## config.mk

```make
export PLATFORM = sky130hd
export DESIGN_NAME = otp_bitarray
export DESIGN_NICKNAME = d
export VERILOG_FILES = /design/src/rtl/otp_pkg.sv /design/src/rtl/otp_mode_decode.sv /design/src/rtl/otp_data_latch.sv /design/src/rtl/otp_pulse_tracker.sv /design/src/rtl/otp_cell_array.sv /design/src/rtl/otp_bitarray.sv
export SDC_FILE = /design/constraint.sdc
export NUM_CORES = 2
export LEC_CHECK = 0
export BUFFER_PORTS_ARGS = -buffer_cell sky130_fd_sc_hd__buf_2
export CAP_MARGIN = 20
export CORE_MARGIN = 8
export CORE_UTILIZATION = 45
export CTS_BUF_LIST = sky130_fd_sc_hd__clkbuf_8
export CTS_CLUSTER_DIAMETER = 120
export DETAILED_ROUTE_END_ITERATION = 8
export GPL_ROUTABILITY_DRIVEN = 0
export SETUP_SLACK_MARGIN = 0.02
export SLEW_MARGIN = 20
export SYNTH_ARGS = -nofsm -noshare
export SYNTH_HDL_FRONTEND = slang
export SYNTH_SLANG_ARGS = --single-unit
```

## constraint.sdc

```tcl
create_clock -name clk -period 51.3 [get_ports clk]
set_input_delay 7.695 -clock clk [delete_from_list [all_inputs] [get_ports clk]]
set_output_delay 7.695 -clock clk [all_outputs]
set_load 0.05 [all_outputs]
```

## src/rtl/otp_pkg.sv

```systemverilog
// Shared types for the one-time-programmable bit array.
package otp_pkg;
    // Operation decoded from the control pins for one clock edge.
    typedef enum logic [1:0] {
        OP_STANDBY = 2'd0,
        OP_IDLE    = 2'd1,
        OP_READ    = 2'd2,
        OP_PROG    = 2'd3
    } otp_op_e;
endpackage

```

## src/rtl/otp_mode_decode.sv

```systemverilog
// Decodes the control pins into one operation per cycle.
// Assumes pins are synchronous to clk; purely combinational.
module otp_mode_decode
    import otp_pkg::*;
(
    input  logic    ce_n,
    input  logic    rd_en,
    input  logic    pgm_en,
    input  logic    we_n,
    output otp_op_e op
);
    // Standby wins, then read (needs strobe high), then program (needs read low).
    always_comb begin
        if (ce_n)
            op = OP_STANDBY;
        else if (rd_en && we_n)
            op = OP_READ;
        else if (!rd_en && pgm_en && !we_n)
            op = OP_PROG;
        else
            op = OP_IDLE;
    end
endmodule

```

## src/rtl/otp_data_latch.sv

```systemverilog
// One-bit program data buffer loaded from the serial input.
// Reset loads 1 so that no stale 0 can burn a cell.
module otp_data_latch (
    input  logic clk,
    input  logic rst_n,
    input  logic capture,
    input  logic din,
    output logic bit_q
);
    // Capture din when enabled; reset to the harmless value 1.
    always_ff @(posedge clk) begin
        if (!rst_n)
            bit_q <= 1'b1;
        else if (capture)
            bit_q <= din;
    end
endmodule

```

## src/rtl/otp_pulse_tracker.sv

```systemverilog
// Counts consecutive program pulses to one bit address carrying a 0.
// Raises burn_en on the pulse that reaches PULSES. A pulse to another
// address restarts at 1; a pulse with data 1 clears the count.
module otp_pulse_tracker #(
    parameter int ADDR_W = 10,
    parameter int PULSES = 3
) (
    input  logic              clk,
    input  logic              rst_n,
    input  logic              pulse,
    input  logic              zero_req,
    input  logic [ADDR_W-1:0] addr,
    output logic              burn_en
);
    localparam int CNT_W = $clog2(PULSES + 1);

    logic [CNT_W-1:0]  cnt_q;
    logic [ADDR_W-1:0] last_q;
    logic [CNT_W-1:0]  cnt_nxt;

    // Next count: continue the run on the same address, else start over.
    always_comb begin
        if (cnt_q != '0 && addr == last_q)
            cnt_nxt = cnt_q + CNT_W'(1);
        else
            cnt_nxt = CNT_W'(1);
    end

    assign burn_en = pulse && zero_req && (cnt_nxt >= CNT_W'(PULSES));

    // Track run length and address of the current pulse series.
    always_ff @(posedge clk) begin
        if (!rst_n) begin
            cnt_q  <= '0;
            last_q <= '0;
        end else if (pulse) begin
            if (!zero_req)
                cnt_q <= '0;
            else if (burn_en)
                cnt_q <= '0;
            else
                cnt_q <= cnt_nxt;
            last_q <= addr;
        end
    end


    cnt_bound_chk: assert property (@(posedge clk) disable iff (!rst_n)
        cnt_q < CNT_W'(PULSES));
endmodule

```

## src/rtl/otp_cell_array.sv

```systemverilog
// Cell storage seen bit-wide for programming and byte-wide for reading.
// Stores a "burned" flag per cell (1 = programmed to 0), starting all
// clear; the flags are non-volatile and ignore reset. The read byte is
// registered and holds between reads.
module otp_cell_array #(
    parameter int ADDR_W = 10
) (
    input  logic              clk,
    input  logic              rst_n,
    input  logic              burn_en,
    input  logic [ADDR_W-1:0] burn_addr,
    input  logic              rd_go,
    input  logic [ADDR_W-4:0] rd_byte,
    output logic [7:0]        rdata_q
);
    localparam int NBITS  = 1 << ADDR_W;
    localparam int NBYTES = NBITS / 8;

    logic [NBITS-1:0] burn_q = '0;
    logic [7:0]       bytes [NBYTES];

    // Present each byte as stored logic levels (unburned cell = 1).
    for (genvar b = 0; b < NBYTES; b++) begin : g_byte
        assign bytes[b] = ~burn_q[b*8 +: 8];
    end

    // Burn one addressed cell; cells are never restored.
    always_ff @(posedge clk) begin
        if (burn_en)
            burn_q[burn_addr] <= 1'b1;
    end

    // Register the selected byte on a read; hold otherwise.
    always_ff @(posedge clk) begin
        if (!rst_n)
            rdata_q <= 8'h00;
        else if (rd_go)
            rdata_q <= bytes[rd_byte];
    end


    one_way_chk: assert property (@(posedge clk) disable iff (!rst_n)
        ($past(burn_q) & ~burn_q) == '0);

    single_bit_chk: assert property (@(posedge clk) disable iff (!rst_n)
        $countones(burn_q ^ $past(burn_q)) <= 1);

    read_hold_chk: assert property (@(posedge clk) disable iff (!rst_n)
        !rd_go |=> $stable(rdata_q));
endmodule

```

## src/rtl/otp_bitarray.sv

```systemverilog
// Top of the one-time-programmable bit array: bit-wide program path,
// byte-wide registered read path over the same cells.
// Assumes all inputs are synchronous to clk; reset is synchronous, active low.
module otp_bitarray #(
    parameter int ADDR_W = 10,
    parameter int PULSES = 3
) (
    input  logic              clk,
    input  logic              rst_n,
    input  logic              ce_n,
    input  logic              rd_en,
    input  logic              pgm_en,
    input  logic              we_n,
    input  logic              din,
    input  logic              dle,
    input  logic [ADDR_W-1:0] addr,
    output logic [7:0]        dout
);
    import otp_pkg::*;

    localparam int BYTE_AW = ADDR_W - 3;

    otp_op_e op_w;
    logic    data_bit;
    logic    burn_w;

    otp_mode_decode u_decode (
        .ce_n   (ce_n),
        .rd_en  (rd_en),
        .pgm_en (pgm_en),
        .we_n   (we_n),
        .op     (op_w)
    );

    otp_data_latch u_latch (
        .clk     (clk),
        .rst_n   (rst_n),
        .capture (dle && !ce_n),
        .din     (din),
        .bit_q   (data_bit)
    );

    otp_pulse_tracker #(
        .ADDR_W (ADDR_W),
        .PULSES (PULSES)
    ) u_tracker (
        .clk      (clk),
        .rst_n    (rst_n),
        .pulse    (op_w == OP_PROG),
        .zero_req (!data_bit),
        .addr     (addr),
        .burn_en  (burn_w)
    );

    otp_cell_array #(
        .ADDR_W (ADDR_W)
    ) u_array (
        .clk       (clk),
        .rst_n     (rst_n),
        .burn_en   (burn_w),
        .burn_addr (addr),
        .rd_go     (op_w == OP_READ),
        .rd_byte   (addr[ADDR_W-1:ADDR_W-BYTE_AW]),
        .rdata_q   (dout)
    );


    burn_needs_prog_chk: assert property (@(posedge clk) disable iff (!rst_n)
        burn_w |-> (!ce_n && pgm_en && !we_n && !rd_en));

    standby_hold_chk: assert property (@(posedge clk) disable iff (!rst_n)
        ce_n |=> $stable(dout));

    reset_clear_chk: assert property (@(posedge clk)
        !rst_n |=> (dout == 8'h00));
endmodule

```

Word level (Yosys, flattened, before mapping)
Index checks and enable logic that the tools add are counted.

Register bits: 1045. Input port bits: 18. Output and inout port bits: 8. Word-level logic and storage cells: 167.

$add $sub $neg: 1. $lt $le $gt $ge: 4. Equal/unequal tests: 3. Multiplexer cells: 11. Bitwise gates (word level): 130. Reduce and logical (&&, ||, !) cells: 13.

Operators by type and width (count): 8-bit inverter (128); 1024-bit OR (1); 8-bit binary-select mux with 7-bit select (1); 8-bit 2-to-1 mux (2); 2-bit 2-to-1 mux (6); 10-bit by 11-bit < comparator with 1-bit output (second input constant) (1); 1-bit demux with 10-bit select (1); 10-bit == test (1); 10-bit by 1-bit greater-or-equal comparator with 1-bit output (second input constant) (1); 8-bit greater-or-equal comparator (second input constant) (1); 1-bit logical AND (8); 7-bit inverter with 8-bit output (1); 2-bit == test (second input constant) (2); 1-bit zero test (4); 2-bit by 1-bit adder with 2-bit output (second input constant) (1); 2-bit greater-or-equal comparator (second input constant) (1); 2-bit nonzero test (1); 1-bit 2-to-1 mux (1).

Depth between registers and ports, before layout
Depth after elaboration: 11. Mapped depth: 11. Mapped depth without buffers: 7.

Cells and area by module
Synthesis repeated with hierarchy kept, for this count alone.

Cell total of the unflattened synthesis: 3130. Area total of the unflattened synthesis: 49397.4 sq um.

Modules (own cells, without submodules): otp_cell_array (instances 1, cells an instance 3057, area an instance 48677.9 sq um, sequential area each 30909.6 sq um); otp_pulse_tracker (instances 1, cells an instance 62, area an instance 636.9 sq um, sequential area each 240.2 sq um); otp_data_latch (instances 1, cells an instance 3, area an instance 33.8 sq um, sequential area each 20.0 sq um); otp_bitarray (instances 1, cells an instance 4, area an instance 26.3 sq um, sequential area each 0.0 sq um); otp_mode_decode (instances 1, cells an instance 4, area an instance 22.5 sq um, sequential area each 0.0 sq um).

Worst setup path after synthesis
Ideal clock, no wire load.

Kind: input port to flip-flop. Start: input addr[3]. End: register u_array.burn_q[0] (enable). Library setup time: 2.441 ns. Arrival time: 51.410 ns. Data required time: 48.859 ns. Setup slack: -2.551 ns. Stages on the path: 10. Buffers on the path: 5. Path through: buf_6 > buf_6 > buf_6 > buf_4 > buf_6 > xnor2_1 > nand4_1 > nor3_1 > nand3_1 > nor2_1.

Longest elaborated chain between the ends: 5.

Ends and longest elaborated chain: start: declaration (line otp_bitarray.sv:16) `input logic [ADDR_W-1:0] addr,`; 10-bit == test (line otp_pulse_tracker.sv:23) `if (cnt_q != '0 && addr == last_q)`; 1-bit logical AND (line otp_pulse_tracker.sv:23); 2-bit 2-to-1 mux (line otp_pulse_tracker.sv:23); 2-bit greater-or-equal comparator (line otp_pulse_tracker.sv:29) `assign burn_en = pulse && zero_req && (cnt_nxt >= CNT_W'(PULSES));`; 1-bit logical AND (line otp_pulse_tracker.sv:29); named net burn_w (line otp_bitarray.sv:25) `logic burn_w;`; end signal: indexed assignment (line otp_cell_array.sv:30) `burn_q[burn_addr] <= 1'b1;`; end: declaration (line otp_cell_array.sv:19) `logic [NBITS-1:0] burn_q = '0;`.

The timed path passes the listed nets, and every way through them passes these cells. A chain may end at the register's enable or synchronous reset.

Final worst setup path
Start: input addr[2]. End: register u_array.burn_q[19] (enable).

Same word-level chain as after synthesis.

==> impl_metrics.json <==
{
  "io_buffer_count": 25,
  "grt_pass1_vias": 31500,
  "tightestPinTransition_ns": 1.08,
  "seq_area_frac_synth": 0.637,
  "maxSlewHeadroom": 0.280,
  "drive_gt1_frac": 0.212,
  "crit_path_max_incr_delay_ns": 0.94,
  "seq_area_sq_um": 31200,
  "areaGrowthSynthToFinish_pct": 10.6,
  "dp_hpwl_um": 92200,
  "ys_types": 67,
  "cts_made_buffers": 176,
  "fin_area_sq_um": 54100,
  "finalSetupViolCount": 0,
  "synth_edf_count": 1024,
  "finClkSkew_ns": 0.0458,
  "busiest_layer": "met2",
  "avgRoutedWirePerCell_um": 32.1,
  "synthCells": 3140,
  "rows": 121,
  "grtUsageMet3": 0.0598,
  "finalHoldViolations": 0,
  "fp.coreArea_sq_um": 108000,
  "start_kind": "input port",
  "period_share": 0.231,
  "synth_top_area_frac": 0.628,
  "root_buffer": "clkbuf_8",
  "fillers": 9022,
  "synth_seq_cells": 1045,
  "htreeDepth": 4,
  "die_y_um": 346,
  "synthTopCellsByCount": "1024 x edfxtp_1, 764 x a21o_1, 245 x mux4_2",
  "post-route-util": 0.499,
  "run_status": "finished clean",
  "drv_slew": 0,
  "synthTopCellsByArea": "edfxtp_1 63%, a21o_1 12%, mux4_2 11%",
  "fin_crit_ns": 11.84,
  "first_iter_violations": 4064,
  "clkTransAtPathRegs_ns": 0.06,
  "synth_ff_type": "edfxtp_1",
  "multi_input_area_sq_um": 16800,
  "drc": 0,
  "ir_drop_mv": 0.0235,
  "placed_area_sq_um": 50800,
  "rsz0062_at_grt": "false",
  "cts_tree": "built",
  "dieArea_sq_um": 120000,
  "synth_most_common_cell": "edfxtp_1",
  "cp-end-kind": "flop",
  "critPathSlowestCell": "buf_4",
  "ant_nets": 0,
  "grt-ovfl-total": 0,
  "grt_usage": 0.249,
  "postCtsHoldBufs": 0,
  "setup_tns_ns": 0,
  "critical_path.cell_chain": "buf_2 -> xor2_1 -> or4_1 -> nor3_1 -> nand3_1 -> nor2_4 -> buf_6 -> buf_12 -> buf_16 -> buf_4",
  "avgSynthCellArea_sq_um": 15.6,
  "drv_cap": 0,
  "vias": 31400,
  "worst_r2r_startpoint": "u_tracker.cnt_q[0]$_SDFFE_PN0N_",
  "ys_warn_count": 0,
  "startpoint": "addr[2]",
  "initial_core_util": 0.452,
  "hold_path_class": "reg2reg",
  "met2_usage": 0.377,
  "critPathArrivalTime_ns": 12.28,
  "critPathKind": "in2reg",
  "p_per_area_nw_per_um2": 31.7,
  "drtPass1Iterations": 6,
  "drt-total-wl_um": 151000,
  "clk_latency_ns": 0.86,
  "die_x_um": 346,
  "synth-async-reset-ratio": 0,
  "worstPathRequired_ns": 51.75,
  "clk_path_buf_depth": 3,
  "grt_pass1_wl_um": 223000,
  "cts_setup_buffers": 0,
  "cts_resized": 0,
  "final_nets": 3174,
  "cp_max_fo": 146,
  "max_freq_ghz": 0.0845,
  "clkSinkCount": 1045,
  "grtUsageMet1": 0.345,
  "leakagePower_nw": 20.5,
  "netlist_area_sq_um": 49000,
  "synth_largest_area_cell": "edfxtp_1",
  "min_from": "u_tracker.cnt_q[1]$_SDFFE_PN0N_",
  "syn_nets": 3159,
  "ioPinCount": 26,
  "antenna_found_initial": 9,
  "vias_per_cell": 6.67,
  "grt_max_degree": 201
}
## cells in the final DEF (no fill, tap or decap), types with 22 or more instances in the layout
master / netlist / routed
nand2_1: 101 / 100
inv_1: 4 / 56
clkbuf_8: 0 / 186
o22ai_1: 46 / 46
edfxtp_1: 1024 / 1024
mux2i_1: 55 / 55
buf_4: 24 / 86
nor2_4: 0 / 27
mux4_2: 245 / 245
clkinv_1: 0 / 43
o21bai_1: 230 / 230
nor2_1: 91 / 47
buf_2: 65 / 22
a31o_2: 27 / 27
a21o_1: 764 / 764
## report_power, final
part | internal [W] | total (W) | switching [W]
clock | 0.000352 | 0.000705 | 0.000353
sequential | 0.000923 | 0.000924 | 0.000000942
combinational | 0.0000276 | 0.0000849 | 0.0000574
## stage by stage
step | worst slack (ns) | power (W) | hold slack [ns] | std cells
finish | 39.46 | 0.00171 | 0.453 | 4715
floorplan | 14.86 | 0.000994 | 0.431 | 3140
global placement | 38.64 | 0.00103 | 0.439 | 4385
CTS | 39.38 | 0.00172 | 0.452 | 4707
global route | 39.25 | 0.00176 | 0.494 | 4710
detailed placement | 38.47 | 0.00103 | 0.446 | 4389
## registers in the layout (all words and copies together), names as in the netlist
signal and cells:
u_array.burn_q 1024, u_array.rdata_q 8, u_latch.bit_q 1, u_tracker.cnt_q 2, u_tracker.last_q 10
## metal layers
| metal | wire, um | part of all wire | vias up |
|---|---|---|---|
| met5 | 22 | 0.00015 | - |
| met4 | 6430 | 0.042 | 4 |
| met3 | 15300 | 0.10 | 340 |
| met2 | 68500 | 0.45 | 1851 |
| met1 | 61200 | 0.40 | 16600 |
| li1 | - | - | 12700 |
## cell type report
type	instances	area share
Antenna cell	6	0.000277
Clock buffer	186	0.0473
Clock inverter	132	0.0129
Inverter	5	0.000347
Multi-Input combinational cell	1803	0.311
Sequential cell	1045	0.576
Tap cell	1414	0.0327
Timing Repair Buffer	124	0.0200
## worst paths after layout
path                                     endpoint  slack (ns)  depth (start not counted)
setup / recovery     u_array.burn_q[19]$_DFFE_PP_       39.46                         10
hold / removal    u_tracker.cnt_q[1]$_SDFFE_PN0N_        0.45                          2
setup reg to reg     u_array.burn_q[19]$_DFFE_PP_       46.21                         10
hold reg to reg   u_tracker.cnt_q[1]$_SDFFE_PN0N_        0.45                          2
## worst max-delay path, delay by kind of cell
family	cells	cell delay, ns
buffers and inverters	5	2.95
and+or+nand+nor	4	1.19
xor gates and xnor gates	1	0.12
## kinds of logic after synthesis
kind of cell / count (synthesis) / synth area share
AOI/OAI and AO/OA: 1175 / 0.180
DFF: 1045 / 0.637
and+or+nand+nor: 314 / 0.0299
muxes: 303 / 0.125
buffers and inverters: 292 / 0.0271
xor gates and xnor gates: 10 / 0.00179
adders and majority gates: 1 / 0.000256
Power figures use the tool's default switching activity.
